### config.mk
export PLATFORM = sky130hd
export DESIGN_NAME = prescaled_timer16
export DESIGN_NICKNAME = d
export VERILOG_FILES = /design/src/rtl/prescaled_timer16.sv
export SDC_FILE = /design/constraint.sdc
export NUM_CORES = 1
export LEC_CHECK = 0
export CORE_AREA = 10 10 70 86
export DETAILED_ROUTE_END_ITERATION = 10
export DIE_AREA = 0 0 80 96
export HOLD_SLACK_MARGIN = 0.08
export PLACE_DENSITY = 0.78
export SLEW_MARGIN = 20
export SYNTH_ARGS = -nofsm -noshare
export SYNTH_HDL_FRONTEND = slang
export SYNTH_SLANG_ARGS = --single-unit
### constraint.sdc
create_clock -name clk -period 6.35 [get_ports clk]
set_input_delay 0.635 -clock clk [delete_from_list [all_inputs] [get_ports clk]]
set_output_delay 0.635 -clock clk [all_outputs]
set_load 0.01 [all_outputs]
### src/rtl/prescaled_timer16.sv
module prescaled_timer16 (
  input  logic       clk,
  input  logic       rst_n,
  input  logic       bus_wr,
  input  logic       bus_rd,
  input  logic [1:0] bus_addr,
  input  logic [7:0] bus_wdata,
  output logic [7:0] bus_rdata,
  input  logic       ext_clk,
  output logic       ovf_flag
);
  localparam logic [1:0] A_LO = 2'd0, A_HI = 2'd1, A_CTL = 2'd2, A_FLG = 2'd3;
  localparam int         CW   = 16;
  localparam logic [CW-1:0] CMAX = '1;

  logic          wide_mode, sync_off, src_ext, run;
  logic [1:0]    ps_sel;
  logic [CW-1:0] cnt_q;
  logic [7:0]    hi_buf;
  logic [1:0]    div_q;
  logic [2:0]    pre_q, pre_last;
  logic          ext_m, ext_s, ext_prev, armed;

  wire wr_lo    = bus_wr && bus_addr == A_LO;
  wire wr_hi    = bus_wr && bus_addr == A_HI;
  wire wr_ctl   = bus_wr && bus_addr == A_CTL;
  wire wr_flg   = bus_wr && bus_addr == A_FLG;
  wire cnt_wr   = wr_lo || wr_hi;
  wire restart  = cnt_wr || wr_ctl;

  wire ext_sel  = sync_off ? ext_clk : ext_s;
  wire ext_rise = ext_sel && !ext_prev;
  wire ext_fall = !ext_sel && ext_prev;
  wire src_evt  = src_ext ? (ext_rise && armed) : (div_q == 2'd3);

  always_comb begin
    case (ps_sel)
      2'd0:    pre_last = 3'd0;
      2'd1:    pre_last = 3'd1;
      2'd2:    pre_last = 3'd3;
      default: pre_last = 3'd7;
    endcase
  end

  wire pre_done = pre_q == pre_last;
  wire inc      = run && src_evt && pre_done && !cnt_wr;
  wire wrap     = inc && cnt_q == CMAX;

  always_ff @(posedge clk or negedge rst_n) begin
    if (!rst_n) begin
      {wide_mode, ps_sel, sync_off, src_ext, run} <= '0;
    end else if (wr_ctl) begin
      {wide_mode, ps_sel, sync_off, src_ext, run} <=
        {bus_wdata[7], bus_wdata[5:4], bus_wdata[2:0]};
    end
  end

  always_ff @(posedge clk or negedge rst_n) begin
    if (!rst_n) begin
      ext_m    <= 1'b0;
      ext_s    <= 1'b0;
      ext_prev <= 1'b0;
      armed    <= 1'b0;
    end else begin
      ext_m    <= ext_clk;
      ext_s    <= ext_m;
      ext_prev <= ext_sel;
      if (wr_ctl)        armed <= 1'b0;
      else if (ext_fall) armed <= 1'b1;
    end
  end

  always_ff @(posedge clk or negedge rst_n) begin
    if (!rst_n) begin
      div_q <= '0;
      pre_q <= '0;
    end else if (restart) begin
      div_q <= '0;
      pre_q <= '0;
    end else begin
      div_q <= div_q + 2'd1;
      if (run && src_evt) pre_q <= pre_done ? 3'd0 : pre_q + 3'd1;
    end
  end

  always_ff @(posedge clk or negedge rst_n) begin
    if (!rst_n)                  cnt_q <= '0;
    else if (wr_lo)              cnt_q <= {wide_mode ? hi_buf : cnt_q[15:8], bus_wdata};
    else if (wr_hi && !wide_mode) cnt_q[15:8] <= bus_wdata;
    else if (inc)                cnt_q <= cnt_q + 16'd1;
  end

  always_ff @(posedge clk or negedge rst_n) begin
    if (!rst_n)                                   hi_buf <= '0;
    else if (wr_hi && wide_mode)                  hi_buf <= bus_wdata;
    else if (bus_rd && bus_addr == A_LO && wide_mode) hi_buf <= cnt_q[15:8];
  end

  always_ff @(posedge clk or negedge rst_n) begin
    if (!rst_n)                       ovf_flag <= 1'b0;
    else if (wrap)                    ovf_flag <= 1'b1;
    else if (wr_flg && !bus_wdata[0]) ovf_flag <= 1'b0;
  end

  always_comb begin
    case (bus_addr)
      A_LO:    bus_rdata = cnt_q[7:0];
      A_HI:    bus_rdata = wide_mode ? hi_buf : cnt_q[15:8];
      A_CTL:   bus_rdata = {wide_mode, 1'b0, ps_sel, 1'b0, sync_off, src_ext, run};
      default: bus_rdata = {7'b0, ovf_flag};
    endcase
  end
endmodule


### Word level (Yosys, flattened, before mapping)

Cells that the tools add are included.

| cells by class | value |
|---|---|
| equality and inequality tests | 9 |
| shifts and indexed selects | 0 |
| magnitude comparators | 0 |
| multiply operators | 0 |
| mux-type cells | 19 |
| $add $sub $neg | 3 |
| bitwise logic cells | 0 |
| divide/modulo/power cells | 0 |
| reduce and logical (&&, ||, !) cells | 32 |

Operator list:

| kind | number |
|---|---|
| 2-to-1 mux 8 bit | 5 |
| 2-to-1 mux 16 bit | 2 |
| one-hot mux 8 bit (3 select lines) | 1 |
| adder 16 x 1 -> 16 bit, second input constant | 1 |
| equality test 16 bit, second input constant | 1 |
| logical AND 1 bit | 16 |
| nonzero test 2 bit | 5 |
| 2-to-1 mux 3 bit | 3 |
| one-hot mux 3 bit (3 select lines) | 1 |
| equality test 2 bit, second input constant | 4 |
| 2-to-1 mux 1 bit | 6 |
| zero test 1 bit | 5 |
| equality test 2 x 1 -> 1 bit, second input constant | 2 |
| zero test 2 bit | 2 |
| adder 3 x 1 -> 3 bit, second input constant | 1 |
| equality test 3 bit | 1 |
| nonzero test 3 bit | 1 |
| adder 2 x 1 -> 2 bit, second input constant | 1 |
| logical OR 1 bit | 2 |
| 2-to-1 mux 2 bit | 1 |
| != test 2 bit, second input constant | 1 |
| AND reduction 2 bit | 1 |

| word-level totals | value |
|---|---|
| word-level logic and storage cells | 78 |
| memory bits (read-only) | 0 |
| bits in latches | 0 |
| memories | 0 |
| register bits | 40 |
| memory bits (writable) | 0 |

### Logic depth before layout (Yosys ltp)

Gate-level depths: netlist of the first run.

| logic depth | value |
|---|---|
| word-level depth | 10 |
| depth in mapped cells | 7 |
| gate-level depth less buffers | 6 |

### Worst setup path before layout of the first run

OpenSTA, ideal clock, no wires.

| path | value |
|---|---|
| path kind | input port to output port |
| start | input port bus_addr[0] |
| end | output port bus_rdata[3] |
| setup slack | 4.098 ns |
| data required time | 5.715 ns |
| cell stages on the path | 4 |
| arrival time | 1.617 ns |
| buffers on the path | 2 |
| cell sequence | clkbuf_1 -> clkbuf_1 -> nor2_1 -> a211oi_1 |

| on the way | value |
|---|---|
| word-level cells in the longest chain between the ends | 2 |
| elaborated cells between the ends (all ways) | 4 |
| those cells by class | 2 x eq/ne; 1 x mux; 1 x reduce/logical |

RTL lines:

| element | line | text |
|---|---|---|
| start: declaration | 6 | `input logic [1:0] bus_addr,` |
| equality test 2 bit (tied with other cells) | 106 | `case (bus_addr)` |
| one-hot mux 8 bit (3 select lines) (*) | 106 |  |
| end: declaration | 8 | `output logic [7:0] bus_rdata,` |

Every way passes the cells marked *; elsewhere a longest branch is shown, timed or not.

### Final worst setup path of the first run

| path | value |
|---|---|
| start | input port bus_addr[0] |
| end | output port bus_rdata[7] |

Same word-level chain as after synthesis.

==> reports/results.tsv, run 1 <==
stage	metric	value	unit
clocking	clock-sinks	40	
finish	area_delta_synth_final	13.5	%
timing	final-setup-viol-count	0	
clocking	cts_tree	yes	
critical_path	path_max_fanout	23	
synthesis	synth_area	2450	um^2
placed_design	portBuffers	23	
synthesis	avgSynthCellArea	9.17	um^2
timing	finClkSkew	0.0104	ns
global_routing	grt_pass1_vias	2054	
route	via_per_inst	6.41	
global_routing	grt_pass1_wl	10600	um
placed_design	place_congestion	0.975	
placed_design	dp_hpwl	4760	um
route	drt-pass1-iter-count	5	
synthesis	synth_seq_cells	40	
floorplan	dieArea	7680	um^2
synthesis	synthCells	267	
finish	num-nets-final	302	
finish	post-route-cell-area	2780	um^2
clocking	clock_path_buffers	2	
floorplan	dieHeight	96	um
synthesis	synth_edf_count	0	
critical_path	cp-startpoint	bus_addr[0]	
timing	worstMarginPinSlew	0.887	ns
timing	rsz0062_at_grt	false	
min_path	worstHoldStart	ext_m	
clocking	post_cts_buffers	0	
clocking	cts_max_level	2	
finish	mostFrequentLayoutCells	40 x dfrtp_1, 25 x nor2_1, 24 x nand2_1	
power_and_ir_drop	pwr-share-clk	23.6	%
timing	hold_viol	0	
timing	fin_crit	3.40	ns
synthesis	synth_flop_cell	dfrtp_1	
placed_design	place_area	2690	um^2
synthesis	async_reset_ff_share	100	%
status	outcome	completed	
synthesis	synth.largest_area_cell	dfrtp_1	
power_and_ir_drop	swShare	34.8	%
finish	regArea	1000	um^2
floorplan	core_area	4390	um^2
timing	fmaxAchievable	294	MHz
finish	layout_commonest_cell	dfrtp_1	
critical_path	critPathRequiredTime	5.71	ns
global_routing	antenna_found_initial	0	
floorplan	start_util	55.8	%
job	cap_violations	0	
route	wirelength	6610	um
timing	fin_crit_sh	53.6	%
finish	multiInputGateArea	1360	um^2
power_and_ir_drop	comb_power_share	27.0	%
timing	relSlewSlack	40.9	%
clocking	ctsHoldBuffers	0	
clocking	cts_root_buf	clkbuf_8	
timing	tns	0	ns
power_and_ir_drop	power_switching	0.000256	W
critical_path	r2r_start	ps_sel[0]	
power_and_ir_drop	peakVddDrop	0.175	mV
global_routing	grt.total_usage	17.7	%
critical_path	path_class	input port to output port	
route	ant_nets	0	
route	wl_per_cell	19.3	um
timing	drv_slew	0	
synthesis	ys_seq_area_share	40.9	%
clocking	post_cts_resize_count	0	
synthesis	yosys.area.top_type_share	40.9	%
critical_path	arrival	2.77	ns
route	drc_errors	0	
synthesis	synth_area_leaders	dfrtp_1 41%, mux2i_1 8.2%, nor2_1 3.8%	
finish	diodes	0	
finish	drive_above_1_share	8.77	%
synthesis	yosys_warnings	0	
critical_path	end_kind	output port	
clocking	cts_made_buffers	5	
global_routing	grt_max_degree	41	
power_and_ir_drop	p_int	0.000479	W
floorplan	ios	24	
route	drtIter0Drc	169	
clocking	clk_pin_slew	0.09	ns
min_path	min_path_type	flop to flop	
power_and_ir_drop	power_density	265	nW/um^2
floorplan	die_w	80	um
route	dr_total_vias	2198	
synthesis	syn_nets	285	
clocking	clk-insertion-delay-late	0.30	ns
critical_path	cp-start-kind	input port	
floorplan	rows	27	
power_and_ir_drop	p_leak	1.10	nW
synthesis	ys_types	51	
power_and_ir_drop	power_frac_seq	49.4	%
finish	nFillCells	378	
global_routing	overflow	0	
[final cells by class]
class / instances / share of cell area (%)
inverter: 7 / 0.946
clock inverter: 3 / 0.675
multi-input combinational: 206 / 48.9
clock buffer: 5 / 2.48
tap: 58 / 2.61
sequential: 40 / 36.0
timing repair buffer: 24 / 8.37
[registers in the layout, indices dropped and copies added (netlist names)]
signal and flops:
armed 1, pre_q 3, ps_sel 2, src_ext 1, run 1, cnt_q 16
hi_buf 8, div_q 2, ext_prev 1, wide_mode 1, sync_off 1, ext_m 1
ovf_flag 1, ext_s 1
[metal layers]
| metal | up-vias | wire, um | GRT usage (%) |
|---|---|---|---|
| li1 | 1031 | - | - |
| met1 | 1048 | 2790 | 22.0 |
| met2 | 100 | 3250 | 29.1 |
| met3 | 19 | 390 | 3.64 |
| met4 | 0 | 176 | 7.94 |
| met5 | - | 0 | 0 |
[power groups by stage]
stage | registers (W) | logic [W] | clock network, W
finish | 0.000363 | 0.000199 | 0.000174
global route | 0.000368 | 0.000220 | 0.000183
CTS | 0.000360 | 0.000199 | 0.000174
detailed placement | 0.000364 | 0.000198 | 0
global placement | 0.000362 | 0.000193 | 0
floorplan | 0.000340 | 0.000145 | 0
[cells in the mapped netlist (4+ instances only)]
master,instances
inv_1,6
nor2_1,25
o21ai_1,9
nor2b_1,4
or3_1,9
nand2b_1,4
o22ai_1,7
clkbuf_1,10
mux2i_1,20
a31oi_1,8
o21ai_0,4
nand2_1,24
a21oi_1,16
nand3_1,13
nor3_1,4
a22o_1,5
dfrtp_1,40
o31ai_1,5
nand4b_1,4
mux2_2,7
[path summary, 6_finish.rpt]
path                       depth (start not counted)  slack (ns)            to
setup / recovery                                   6        2.95  bus_rdata[7]
hold / removal                                     0        0.37         ext_s
setup reg to reg                                   5        3.92     cnt_q[14]
hold reg to reg                                    0        0.37         ext_s
max in group asynchronous                          1        5.34     hi_buf[7]
min in group asynchronous                          1        0.45      cnt_q[4]
[logic make-up (layout without fill, tap and decap cells)]
family | Yosys count | after routing | synth area share (%)
adders and majority gates | 3 | 3 | 1.53
muxes | 28 | 28 | 12.3
and+or+nand+nor | 100 | 100 | 20.4
AOI/OAI and AO/OA | 74 | 74 | 20.8
xor gates and xnor gates | 1 | 1 | 0.358
DFF | 40 | 40 | 40.9
buffers and inverters | 21 | 39 | 3.63
[per-stage QoR]
stage	utilization (%)	setup WS, ns	instances	hold slack, ns	total power, W
after floorplan	-	4.10	267	0.331	0.000485
after global placement	61.3	3.00	335	0.344	0.000556
after detailed placement	61.3	2.98	335	0.342	0.000563
after CTS	63.3	2.98	343	0.370	0.000733
after global routing	63.3	2.79	343	0.388	0.000771
final	63.3	2.95	343	0.370	0.000735
[worst max-delay path, cell delays in order]
cell and delay [ns]:
clkdlybuf4s50_1 1.00, inv_2 0.20, nor2_1 0.15, a21oi_1 0.04, o21ai_0 0.15, clkdlybuf4s50_1 0.58
No activity file was read; power rests on OpenSTA's default activity.
==> run 2: changes to the inputs <==
Settings changed: CORE_AREA 10 10 70 86 to 10 10 70 87, DIE_AREA 0 0 80 96 to 0 0 80 97, PLACE_DENSITY 0.78 to 0.77.
Clock period 6.35 ns to 3.49 ns, I/O delays scaled along.
==> run 2 against run 1 <==
Effect of this change:
- via count shrank 0.91%
- clock power grew 120%
- clock skew shrank 0.0055 ns
- wire length grew 2.2%
- cell area grew 1.9%
- setup slack lost 2.0 ns
- worst hold slack lost 0.20 ns
- global-route usage shrank 0.48 points
- highest routed layer unchanged
==> reports/results.tsv, run 2 (synthesis gave the netlist of run 1 again) <==
stage	metric	value	unit
status	outcome	completed	
clocking	clk-insertion-delay-late	0.29	ns
critical_path	crit_top_cell	clkdlybuf4s50_1	
timing	relSlewSlack	40.8	%
global_routing	antenna_found_initial	0	
timing	fin_crit_sh	73.5	%
clocking	clock_path_buffers	2	
critical_path	critPathBufInv	3	
clocking	cts_max_level	2	
timing	fmaxAchievable	390	MHz
route	drc_errors	0	
route	wirelength	6760	um
finish	nFillCells	360	
floorplan	start_util	55.8	%
critical_path	slowest_delay	0.69	ns
critical_path	critPathRequiredTime	3.14	ns
power_and_ir_drop	comb_power_share	27.0	%
critical_path	crit_slowest_cell	clkdlybuf4s50_1	
power_and_ir_drop	swShare	32.7	%
floorplan	core_area	4390	um^2
clocking	cts_tree	yes	
finish	largest-register	cnt_q	
finish	drive_above_1_share	10.0	%
placed_design	place_ws	0.867	ns
clocking	clock-sinks	40	
power_and_ir_drop	p_int	0.000948	W
timing	fin_crit	2.57	ns
timing	tns	0	ns
critical_path	path_class	input port to output port	
finish	area_delta_synth_final	15.7	%
clocking	cts_root_buf	clkbuf_8	
job	cap_violations	0	
clocking	cts_made_buffers	5	
route	drtIter0Drc	269	
global_routing	grt_pass1_vias	2156	
critical_path	critPathTopFamily	buffers and inverters	
power_and_ir_drop	power_switching	0.000461	W
finish	num-nets-final	306	
timing	rsz0062_at_grt	false	
global_routing	overflow	0	
timing	whs	0.172	ns
timing	layout_setup_ws	0.923	ns
finish	mostFrequentLayoutCells	40 x dfrtp_1, 25 x nor2_1, 24 x nand2_1	
floorplan	ios	24	
timing	hold_viol	0	
clocking	ctsHoldBuffers	0	
clocking	clk_pin_slew	0.08	ns
route	via_per_inst	6.28	
timing	drv_slew	0	
placed_design	portBuffers	23	
critical_path	arrival	2.22	ns
finish	diodes	0	
power_and_ir_drop	power_density	498	nW/um^2
finish	layout_commonest_cell	dfrtp_1	
placed_design	place_congestion	0.975	
finish	reg.largest.list	cnt_q x16, hi_buf x8, pre_q x3	
timing	final-setup-viol-count	0	
critical_path	path_max_fanout	15	
min_path	min_path_type	input port to async pin	
critical_path	crit_path_cell_trace	clkdlybuf4s50_1 -> buf_4 -> nor2_1 -> a211oi_1 -> clkdlybuf4s50_1	
power_and_ir_drop	power_frac_seq	46.1	%
route	dr_total_vias	2178	
power_and_ir_drop	p_leak	1.12	nW
timing	finClkSkew	0.00497	ns
critical_path	end_kind	output port	
timing	worstMarginPinSlew	0.887	ns
route	ant_nets	0	
power_and_ir_drop	pwr-share-clk	26.9	%
global_routing	grt_max_degree	41	
floorplan	rows	27	
clocking	post_cts_resize_count	0	
placed_design	dp_hpwl	5080	um
route	wl_per_cell	19.5	um
power_and_ir_drop	peakVddDrop	0.224	mV
floorplan	dieHeight	97	um
global_routing	grt_pass1_wl	11000	um
route	drt-pass1-iter-count	4	
finish	largest_reg_flops	16	
critical_path	cp-start-kind	input port	
floorplan	dieArea	7760	um^2
global_routing	grt.total_usage	17.3	%
clocking	post_cts_buffers	0	
floorplan	die_w	80	um
[run 2: cell count changes in the layout (fill, tap and decap cells not counted), sizes merged]
| cell | previous run | this run |
|---|---|---|
| clkinv | 3 | 1 |
| clkinvlp | 0 | 1 |
| bufinv | 0 | 1 |
| buf | 2 | 6 |
[run 2: layout make-up]
class	instances	area [um^2]	area share, %
multi-input combinational	206	1360	48.0
inverter	7	26.3	0.928
timing repair buffer	28	263	9.28
tap	58	72.6	2.56
clock buffer	5	68.8	2.43
clock inverter	3	42.5	1.50
sequential	40	1000	35.3
[run 2: layer usage]
| metal | global-route usage (%) | share of wire (%) |
|---|---|---|
| met1 | 22.3 | 41 |
| met4 | 7.97 | 3.9 |
| met2 | 25.9 | 48 |
| met3 | 4.53 | 7.2 |
| met5 | 0 | 0 |
[run 2: stage by stage]
step           instances  power (W)  instance area [um^2]  utilization [%]
6_report             347    0.00141                  2830             64.5
5_1_grt              347    0.00149                  2830             64.5
4_1_cts              347    0.00141                  2830             64.5
3_5_place_dp         339    0.00104                  2720             62.0
3_3_place_gp         339    0.00102                  2720             62.0
2_1_floorplan        267   0.000882                  2450                -
[run 2: path summary, 6_finish.rpt]
| check | from | to | slack, ns | cells past startpoint |
|---|---|---|---|---|
| worst max-delay path | bus_addr[0] | bus_rdata[3] | 0.92 | 5 |
| worst min-delay path | rst_n | ext_m | 0.17 | 1 |
| worst max register to register | ps_sel[1] | cnt_q[14] | 1.09 | 5 |
| worst min register to register | ext_m | ext_s | 0.37 | 0 |
| max in group asynchronous | rst_n | cnt_q[11] | 2.76 | 1 |
| min in group clk | ext_m | ext_s | 0.37 | 0 |
[run 2: power by group through the flow]
stage / logic (W) / clock network, W / registers [W]
global route: 0.000421 / 0.000404 / 0.000663
global placement: 0.000370 / 0 / 0.000652
finish: 0.000381 / 0.000379 / 0.000650
CTS: 0.000382 / 0.000383 / 0.000647
detailed placement: 0.000379 / 0 / 0.000656
floorplan: 0.000264 / 0 / 0.000618
==> run 3: changes to the inputs <==
Settings changed: CORE_AREA 10 10 70 87 to 10 10 73 91, DIE_AREA 0 0 80 97 to 0 0 83 101, PLACE_DENSITY 0.77 to 0.74.
Clock period 3.49 ns to 2.17 ns, I/O delays scaled along.
==> run 3 against run 2 <==
Effect of this change:
- sequential share of layout area down 2.6 points
- flip-flop and latch count did not move
- worst hold slack better by 0.20 ns
- power is 71% higher
- largest cell class unchanged
==> reports/results.tsv, run 3 (synthesis gave the netlist of run 1 again) <==
stage	metric	value	unit
critical_path	critPathTopFamily	buffers and inverters	
critical_path	ff2ff_setup_slack	0.11	ns
finish	mostFrequentLayoutCells	40 x dfrtp_1, 25 x nor2_1, 25 x buf_4	
route	drc_errors	0	
route	wirelength	7440	um
critical_path	r2r_start	ps_sel[1]	
placed_design	dp_hpwl	5690	um
timing	fin_crit_sh	95.7	%
floorplan	dieHeight	101	um
floorplan	ios	24	
critical_path	arrival	1.86	ns
critical_path	crit_top_cell	clkdlybuf4s50_1	
finish	largest_reg_flops	16	
clocking	cts_made_buffers	5	
critical_path	crit_end	bus_rdata[1]	
timing	finClkSkew	0.00949	ns
route	wl_per_cell	19.9	um
route	ant_nets	0	
finish	layout_commonest_cell	dfrtp_1	
critical_path	crit_slowest_cell	clkdlybuf4s50_1	
critical_path	path_depth	5	
timing	drv_slew	0	
route	drt-pass1-iter-count	5	
floorplan	dieArea	8380	um^2
finish	reg.largest.list	cnt_q x16, hi_buf x8, pre_q x3	
critical_path	cp-start-kind	input port	
timing	final-setup-viol-count	0	
finish	regArea	1000	um^2
timing	relSlewSlack	39.5	%
critical_path	path_max_fanout	10	
floorplan	core_area	4930	um^2
critical_path	critPathBufInv	3	
finish	diodes	0	
min_path	min_path_type	flop to flop	
global_routing	grt_pass1_vias	2465	
placed_design	place_congestion	0.895	
clocking	clk_pin_slew	0.08	ns
finish	nFillCells	440	
critical_path	crit_path_cell_trace	clkdlybuf4s50_1 -> buf_4 -> nand2b_1 -> o22ai_1 -> clkdlybuf4s50_1	
power_and_ir_drop	finalPower	0.00242	W
clocking	cts_tree	yes	
critical_path	critPathRequiredTime	1.95	ns
route	via_per_inst	6.42	
clocking	clock_path_buffers	2	
global_routing	grt.total_usage	17.7	%
floorplan	die_w	83	um
route	dr_total_vias	2402	
critical_path	r2r_end	cnt_q[14]	
clocking	cts_max_level	2	
finish	largest-register	cnt_q	
timing	hold_viol	0	
finish	multiInputGateArea	1360	um^2
power_and_ir_drop	power_density	789	nW/um^2
power_and_ir_drop	p_leak	1.28	nW
critical_path	path_class	input port to output port	
route	drtIter0Drc	206	
timing	fin_crit	2.08	ns
finish	area_delta_synth_final	24.9	%
critical_path	end_kind	output port	
global_routing	grt_max_degree	41	
critical_path	cp-startpoint	bus_addr[1]	
job	cap_violations	0	
placed_design	portBuffers	23	
power_and_ir_drop	peakVddDrop	0.576	mV
global_routing	overflow	0	
critical_path	r2r_cells	5	
critical_path	slowest_delay	0.56	ns
finish	num-nets-final	329	
finish	drive_above_1_share	16.7	%
clocking	clk-insertion-delay-late	0.29	ns
status	outcome	completed	
timing	fmaxAchievable	482	MHz
global_routing	grt_pass1_wl	12100	um
clocking	clock-sinks	40	
floorplan	start_util	49.6	%
floorplan	rows	29	
timing	worstMarginPinSlew	0.908	ns
global_routing	antenna_found_initial	0	
timing	tns	0	ns
clocking	cts_root_buf	clkbuf_8	
==> run 3: what timing repair did <==
item | in CTS | in global routing
hold buffers | 1 | 0
hold endpoints to repair | 7 | 0
setup endpoints to repair | 2 | 7
resized for setup | 2 | 6
setup buffers | 0 | 3
pin swaps | 0 | 2
==> run 3: layout make-up <==
class / count / share of cell area [%]
Multi-Input combinational cell: 206 / 44.5
Inverter: 7 / 0.859
Timing Repair Buffer: 51 / 15.2
Clock inverter: 1 / 0.982
Clock buffer: 7 / 3.15
Tap cell: 62 / 2.54
Sequential cell: 40 / 32.7
==> run 3: how the worst min path moves through the flow <==
stage                     startpoint  endpoint  cells after the start  slack [ns]
after global routing         ext_clk     ext_m                      1        0.38
after CTS                      ext_m     ext_s                      0        0.38
after global placement         ext_m     ext_s                      0        0.34
final                          ext_m     ext_s                      0        0.37
after detailed placement       ext_m     ext_s                      0        0.36
after floorplan                rst_n     armed                      0       -0.08
==> run 3: report_power, final <==
| part | switching, W | internal, W | leakage [nW] |
|---|---|---|---|
| clock | 0.000262 | 0.000406 | 0.0645 |
| sequential | 0.000138 | 0.000887 | 0.480 |
| combinational | 0.000372 | 0.000351 | 0.740 |
| total | 0.000771 | 0.00164 | 1.28 |
==> run 3: layer usage <==
metal | vias up | track usage, % | wire, um
met2 | 125 | 29.8 | 3690
li1 | 1087 | - | -
met3 | 34 | 3.88 | 499
met4 | 0 | 14.3 | 413
met1 | 1156 | 18.7 | 2830
met5 | - | 0 | 0
==> run 3: per-stage QoR <==
step / worst slack [ns] / cell area, um^2 / instances / hold slack [ns] / utilization (%)
6_report: 0.0937 / 3060 / 374 / 0.374 / 62.0
5_1_grt: -0.00631 / 3060 / 374 / 0.377 / 62.0
4_1_cts: 0.0491 / 3020 / 371 / 0.379 / 61.1
3_5_place_dp: 0.110 / 2880 / 362 / 0.362 / 58.4
3_3_place_gp: 0.0158 / 2880 / 362 / 0.344 / 58.4
2_1_floorplan: 0.161 / 2450 / 267 / -0.0786 / -
